<file path="config.mk">
export PLATFORM = sky130hd
export DESIGN_NAME = npc_unit
export DESIGN_NICKNAME = d
export VERILOG_FILES = /design/src/rtl/npc_pkg.sv /design/src/rtl/npc_decode.sv /design/src/rtl/npc_targets.sv /design/src/rtl/npc_select.sv /design/src/rtl/npc_unit.sv
export SDC_FILE = /design/constraint.sdc
export NUM_CORES = 1
export LEC_CHECK = 0
export BUFFER_PORTS_ARGS = -buffer_cell sky130_fd_sc_hd__buf_2
export CORE_ASPECT_RATIO = 0.9
export CORE_MARGIN = 2
export CORE_UTILIZATION = 54
export DETAILED_ROUTE_END_ITERATION = 12
export PLACE_DENSITY = 0.88
export SYNTH_ARGS = -nofsm -noshare
export SYNTH_HDL_FRONTEND = slang
export SYNTH_SLANG_ARGS = --single-unit
</file>
<file path="constraint.sdc">
create_clock -name clk -period 10.1 [get_ports clk]
set_input_delay 1.01 -clock clk [delete_from_list [all_inputs] [get_ports clk]]
set_output_delay 1.01 -clock clk [all_outputs]
set_load 0.02 [all_outputs]
</file>
<file path="src/rtl/npc_pkg.sv">
package npc_pkg;
    localparam int unsigned XLEN      = 32;
    localparam int unsigned OP_W      = 6;
    localparam int unsigned IMM_W     = 16;
    localparam int unsigned JFIELD_W  = 26;
    localparam int unsigned REGIDX_W  = 5;
    localparam int unsigned REGION_W  = XLEN - JFIELD_W - 2;
    localparam int unsigned SEXT_W    = XLEN - IMM_W - 2;

    localparam logic [OP_W-1:0] OP_SPECIAL = 6'h00;
    localparam logic [OP_W-1:0] OP_JUMP    = 6'h02;
    localparam logic [OP_W-1:0] OP_JLINK   = 6'h03;
    localparam logic [OP_W-1:0] OP_BREQ    = 6'h04;
    localparam logic [OP_W-1:0] OP_BRNE    = 6'h05;
    localparam logic [OP_W-1:0] FN_JREG    = 6'h08;

    typedef enum logic [1:0] {
        PICK_SEQ    = 2'd0,
        PICK_BRANCH = 2'd1,
        PICK_JUMP   = 2'd2,
        PICK_REG    = 2'd3
    } pick_e;

    typedef struct packed {
        logic [XLEN-1:0] pc;
    } fetch_state_t;
endpackage

</file>
<file path="src/rtl/npc_decode.sv">
module npc_decode
    import npc_pkg::*;
(
    input  logic [XLEN-1:0] instr,
    input  logic            taken,
    output pick_e           pick,
    output logic            link
);
    logic [OP_W-1:0] opcode;
    logic [OP_W-1:0] funct;

    assign opcode = instr[XLEN-1 -: OP_W];
    assign funct  = instr[OP_W-1:0];

    always_comb begin
        pick = PICK_SEQ;
        link = 1'b0;
        unique case (opcode)
            OP_SPECIAL: if (funct == FN_JREG) pick = PICK_REG;
            OP_JUMP:    pick = PICK_JUMP;
            OP_JLINK: begin
                pick = PICK_JUMP;
                link = 1'b1;
            end
            OP_BREQ, OP_BRNE: if (taken) pick = PICK_BRANCH;
            default:    pick = PICK_SEQ;
        endcase
    end
endmodule

</file>
<file path="src/rtl/npc_targets.sv">
module npc_targets
    import npc_pkg::*;
(
    input  logic [XLEN-1:0] pc,
    input  logic [XLEN-1:0] instr,
    output logic [XLEN-1:0] seq_addr,
    output logic [XLEN-1:0] branch_addr,
    output logic [XLEN-1:0] jump_addr
);
    logic [IMM_W-1:0] offset;
    logic [XLEN-1:0]  offset_bytes;

    assign offset       = instr[IMM_W-1:0];
    assign offset_bytes = {{SEXT_W{offset[IMM_W-1]}}, offset, 2'b00};
    assign seq_addr     = pc + XLEN'(4);
    assign branch_addr  = seq_addr + offset_bytes;
    assign jump_addr    = {pc[XLEN-1 -: REGION_W], instr[JFIELD_W-1:0], 2'b00};
endmodule

</file>
<file path="src/rtl/npc_select.sv">
module npc_select
    import npc_pkg::*;
(
    input  pick_e           pick,
    input  logic [XLEN-1:0] seq_addr,
    input  logic [XLEN-1:0] branch_addr,
    input  logic [XLEN-1:0] jump_addr,
    input  logic [XLEN-1:0] reg_addr,
    output logic [XLEN-1:0] chosen
);
    always_comb begin
        unique case (pick)
            PICK_BRANCH: chosen = branch_addr;
            PICK_JUMP:   chosen = jump_addr;
            PICK_REG:    chosen = reg_addr;
            default:     chosen = seq_addr;
        endcase
    end
endmodule

</file>
<file path="src/rtl/npc_unit.sv">
module npc_unit
    import npc_pkg::*;
#(
    parameter logic [31:0] RESET_VEC = 32'h0040_0000,
    parameter logic [4:0]  LINK_REG  = 5'd31
) (
    input  logic        clk,
    input  logic        rst_n,
    input  logic        step,
    input  logic [31:0] instr,
    input  logic        taken,
    input  logic [31:0] reg_target,
    output logic [31:0] pc,
    output logic [31:0] next_pc,
    output logic        link_we,
    output logic [4:0]  link_reg,
    output logic [31:0] link_addr
);
    fetch_state_t state_d, state_q;
    pick_e        pick;
    logic         link;
    logic [XLEN-1:0] seq_addr, branch_addr, jump_addr, chosen;

    npc_decode i_decode (
        .instr (instr),
        .taken (taken),
        .pick  (pick),
        .link  (link)
    );

    npc_targets i_targets (
        .pc          (state_q.pc),
        .instr       (instr),
        .seq_addr    (seq_addr),
        .branch_addr (branch_addr),
        .jump_addr   (jump_addr)
    );

    npc_select i_select (
        .pick        (pick),
        .seq_addr    (seq_addr),
        .branch_addr (branch_addr),
        .jump_addr   (jump_addr),
        .reg_addr    (reg_target),
        .chosen      (chosen)
    );

    always_comb begin
        state_d = state_q;
        if (step) state_d.pc = chosen;
    end

    always_ff @(posedge clk or negedge rst_n) begin
        if (!rst_n) state_q.pc <= RESET_VEC;
        else        state_q    <= state_d;
    end

    assign pc        = state_q.pc;
    assign next_pc   = chosen;
    assign link_we   = link;
    assign link_reg  = link ? LINK_REG : '0;
    assign link_addr = seq_addr;

    p_hold_r10: assert property (@(posedge clk) disable iff (!rst_n)
        !step |=> $stable(pc));
    p_step_r10: assert property (@(posedge clk) disable iff (!rst_n)
        step |=> (pc == $past(next_pc)));
    p_link_ret_r7: assert property (@(posedge clk) disable iff (!rst_n)
        link_we |-> (link_addr == pc + 32'd4 && link_reg == LINK_REG));
    p_link_only_r11: assert property (@(posedge clk) disable iff (!rst_n)
        link_we |-> (instr[31:26] == OP_JLINK));
    p_not_taken_r4: assert property (@(posedge clk) disable iff (!rst_n)
        ((instr[31:26] == OP_BREQ || instr[31:26] == OP_BRNE) && !taken)
        |-> (next_pc == pc + 32'd4));
    p_jreg_r8: assert property (@(posedge clk) disable iff (!rst_n)
        (instr[31:26] == OP_SPECIAL && instr[5:0] == FN_JREG)
        |-> (next_pc == reg_target));
endmodule

</file>
==> metrics.txt <==
Final Max Slew Viols=0; Cells after DPL=between 700 and 800; n_diodes=0; clock skew=between 0.007 and 0.008 ns; hold_buf cts=0; area grow syn2layout=21.7%; Die ar.=8600 um2; dpl cell area=roughly 5100 um2; Leakage Power=roughly 2.5 nW; post-CTS setup buffers=0; Starting Density=a little under three fifths; worst vdd ir=around 0.20 mV; Fill cells=approximately 670; H-tree levels=2; TNS Setup=0 ns; Yosys top cell area share=~18%; element type at the critical path end=output pin; RSZ-0062 raised after global routing=false; post-synthesis cell count=544; fmax=around 180 MHz; flops & latches, synth=32; critical path, cell by cell=ha_1, nand4_1, nor3_1, and2_1, and4_1, nand3_1, xor2_1, inv_1, ha_1, a21oi_1, o21ai_1, a211oi_1, a22o_1, o31ai_1, a211oi_1, xor2_1, a221o_1, buf_2; RR Startpoint=pc[2]; Arrival @ worst endpoint=4.64 ns; final hold vios=0; final setup violation count=0; r2r setup slk=roughly 5.5 ns; max reg flops=32; Buf/Inv on CP=2; CP required=9.09 ns; clock buffer depth=2; CTS sink count=32; final worst-path cycle share=about 56%; Cell Area, Synth=approximately 4300 um2; Slew Limit Headroom=between 30 and 40%; Post-synth EDFFs=0; core area=~7600 um2; TritonCTS clock tree=yes; Max-Cap Viols=0; HPWL after DPL=11.2 mm; WHS Path Cells=2; drt first-iter violations=between 300 and 400; Worst Hold End=pc[1]; Clock Tree Root=clkbuf_8; Die Wd=about 100 um; Synth warnings=0; clock slew at the register clock pins of the worst setup and hold paths=0.08 ns; vias per std cell=6.23; Crit path largest cell delay=0.46 ns; # nets final=796; total global routing overflow=0; drt first pass iters=5; Residual DRC=0; crit start category=register; initial antenna violation count=0; drt total wl=14.5 mm; CP max FO=6; Hold Path Class=reg2reg; final std cell area, no fill=around 5200 um2; GP Congestion=between 0.9 and 1; status=finished, final reports clean; Post-synth ARST share=between 90% and 100%; Crit-path slowest cell=dfrtp_1; largest net degree at the start of global routing=42; final cell count without fillers=790; Resized Gates After CTS=0; Primary FF master, synth=dfrtp_1; Yosys top cell by area=dfrtp_1; Final min period=5.65 ns; synth unique cells=66; vias in the first global route=roughly 4,700; Syn Area/Cell=between 7 and 8 um2; Reg2Reg Depth=18; Synthesized Nets=around 650; hold wc startpoint=pc[1]; FF-to-FF End=pc[31]; Clock Latency Late Sink=0.29 ns; layout cells sized above 1=a little under a third; CTS buffer count=5; count leader, synth=nor2_1; via count=about 4,900; antenna viol nets, final=0; PD cells=around 330 nW/um2; first-pass GRT wire length=approximately 23 mm; wire per inst=between 15 and 20 um; ranking of synthesized cells by area=dfrtp_1 (18%), ha_1 (10%), xnor2_1 (7.4%); most frequent cells after synthesis=nor2_1 (63), nand2_1 (62), a21oi_1 (41); die span in y=a little under 90 um; Global Route Usage Sum=between 30% and 40%; Slew @ Worst Pin=about 0.96 ns; family with the most delay on the worst path=compound AO/OA/AOI/OAI gates; Core Rows=30; register area share after synthesis=between 10% and 20%; I/O Buffers=roughly 170; critical path class=reg2out; Ports=170; Biggest register=pc; biggest regs=pc (32)
==> how the worst max path moves through the flow <==
stage          startpoint           to  slack, ns  cells after the start
6_report            pc[2]  next_pc[31]       4.45                     18
5_1_grt             pc[2]  next_pc[31]       4.14                     18
4_1_cts             pc[2]  next_pc[31]       4.54                     18
3_5_place_dp        pc[2]  next_pc[31]       4.92                     18
3_3_place_gp        pc[2]  next_pc[31]       5.01                     18
2_1_floorplan       pc[4]  next_pc[12]       5.02                     13
==> cell families (layout without fill, tap and decap cells) <==
| logic type | count (synthesis) | count (layout) | synth area share [%] |
|---|---|---|---|
| simple gates | 195 | 195 | 22.5 |
| xor+xnor | 55 | 55 | 11.5 |
| mux | 28 | 28 | 7.41 |
| buf+inv | 47 | 197 | 5.65 |
| flops | 32 | 32 | 18.9 |
| compound gates | 152 | 152 | 23.6 |
| fa+ha+maj | 35 | 35 | 10.5 |
==> worst reg2reg max path: stages, from the launching register on <==
cell and delay (ns):
dfrtp_1 0.46, ha_1 0.27, nand4_1 0.16, nor3_1 0.35, and2_1 0.21, and4_1 0.28, nand3_1 0.11, xor2_1 0.18
inv_1 0.08, ha_1 0.37, a21oi_1 0.23, o21ai_1 0.12, a211oi_1 0.32, a22o_1 0.22, o31ai_1 0.10, a211oi_1 0.29
xor2_1 0.12, a221o_1 0.32, mux2_4 0.27
==> cells in the final DEF, fill, tap and decap left out, types with 6 or more instances in the layout <==
cell type and n:
ha_1 34, dfrtp_1 31, mux2_2 24, nand2_1 62, buf_2 169, nor2_1 63
o22ai_1 10, nor3_1 9, nand3_1 17, o21bai_1 6, o21ai_0 16, a21o_1 11
a31oi_1 12, xnor2_1 36, inv_1 16, xor2_1 18, o221ai_1 6, nand4_1 10
a211oi_1 13, a21oi_1 41
==> power breakdown <==
part / internal [mW] / total [mW] / switching, mW / leakage (nW)
sequential: 0.186 / 0.289 / 0.102 / 0.371
combinational: 0.485 / 1.27 / 0.783 / 2.06
clock: 0.0734 / 0.130 / 0.0562 / 0.0552
==> layout make-up <==
type | count | area (um2) | area share, %
flip-flops and latches | 32 | 802 | 15.5
clock buffers | 6 | 72.6 | 1.40
well taps | 96 | 120 | 2.32
inverters | 16 | 60.1 | 1.16
multi-input cells | 465 | 3210 | 62.0
clock inverters | 2 | 35.0 | 0.677
repair buffers | 173 | 876 | 16.9
==> per-stage QoR <==
step	hold slack [ns]	worst slack, ns	power, mW	utilization, %
finish	0.596	4.45	1.69	68.3
global route	0.614	4.14	1.80	68.3
CTS	0.596	4.54	1.67	68.3
detailed placement	0.578	4.92	1.53	66.9
global placement	0.567	5.01	1.50	66.9
floorplan	0.661	5.02	1.18	-
==> metal layers <==
layer  vias up  GRT usage (%)  part of all wire (%)
li1       2285              -                     -
met1      2340           41.9                    42
met2       252           55.7                    47
met3        44           4.87                   8.3
met4         0           11.1                   2.7
met5         -              0                     0
Power figures use the tool's default switching activity.
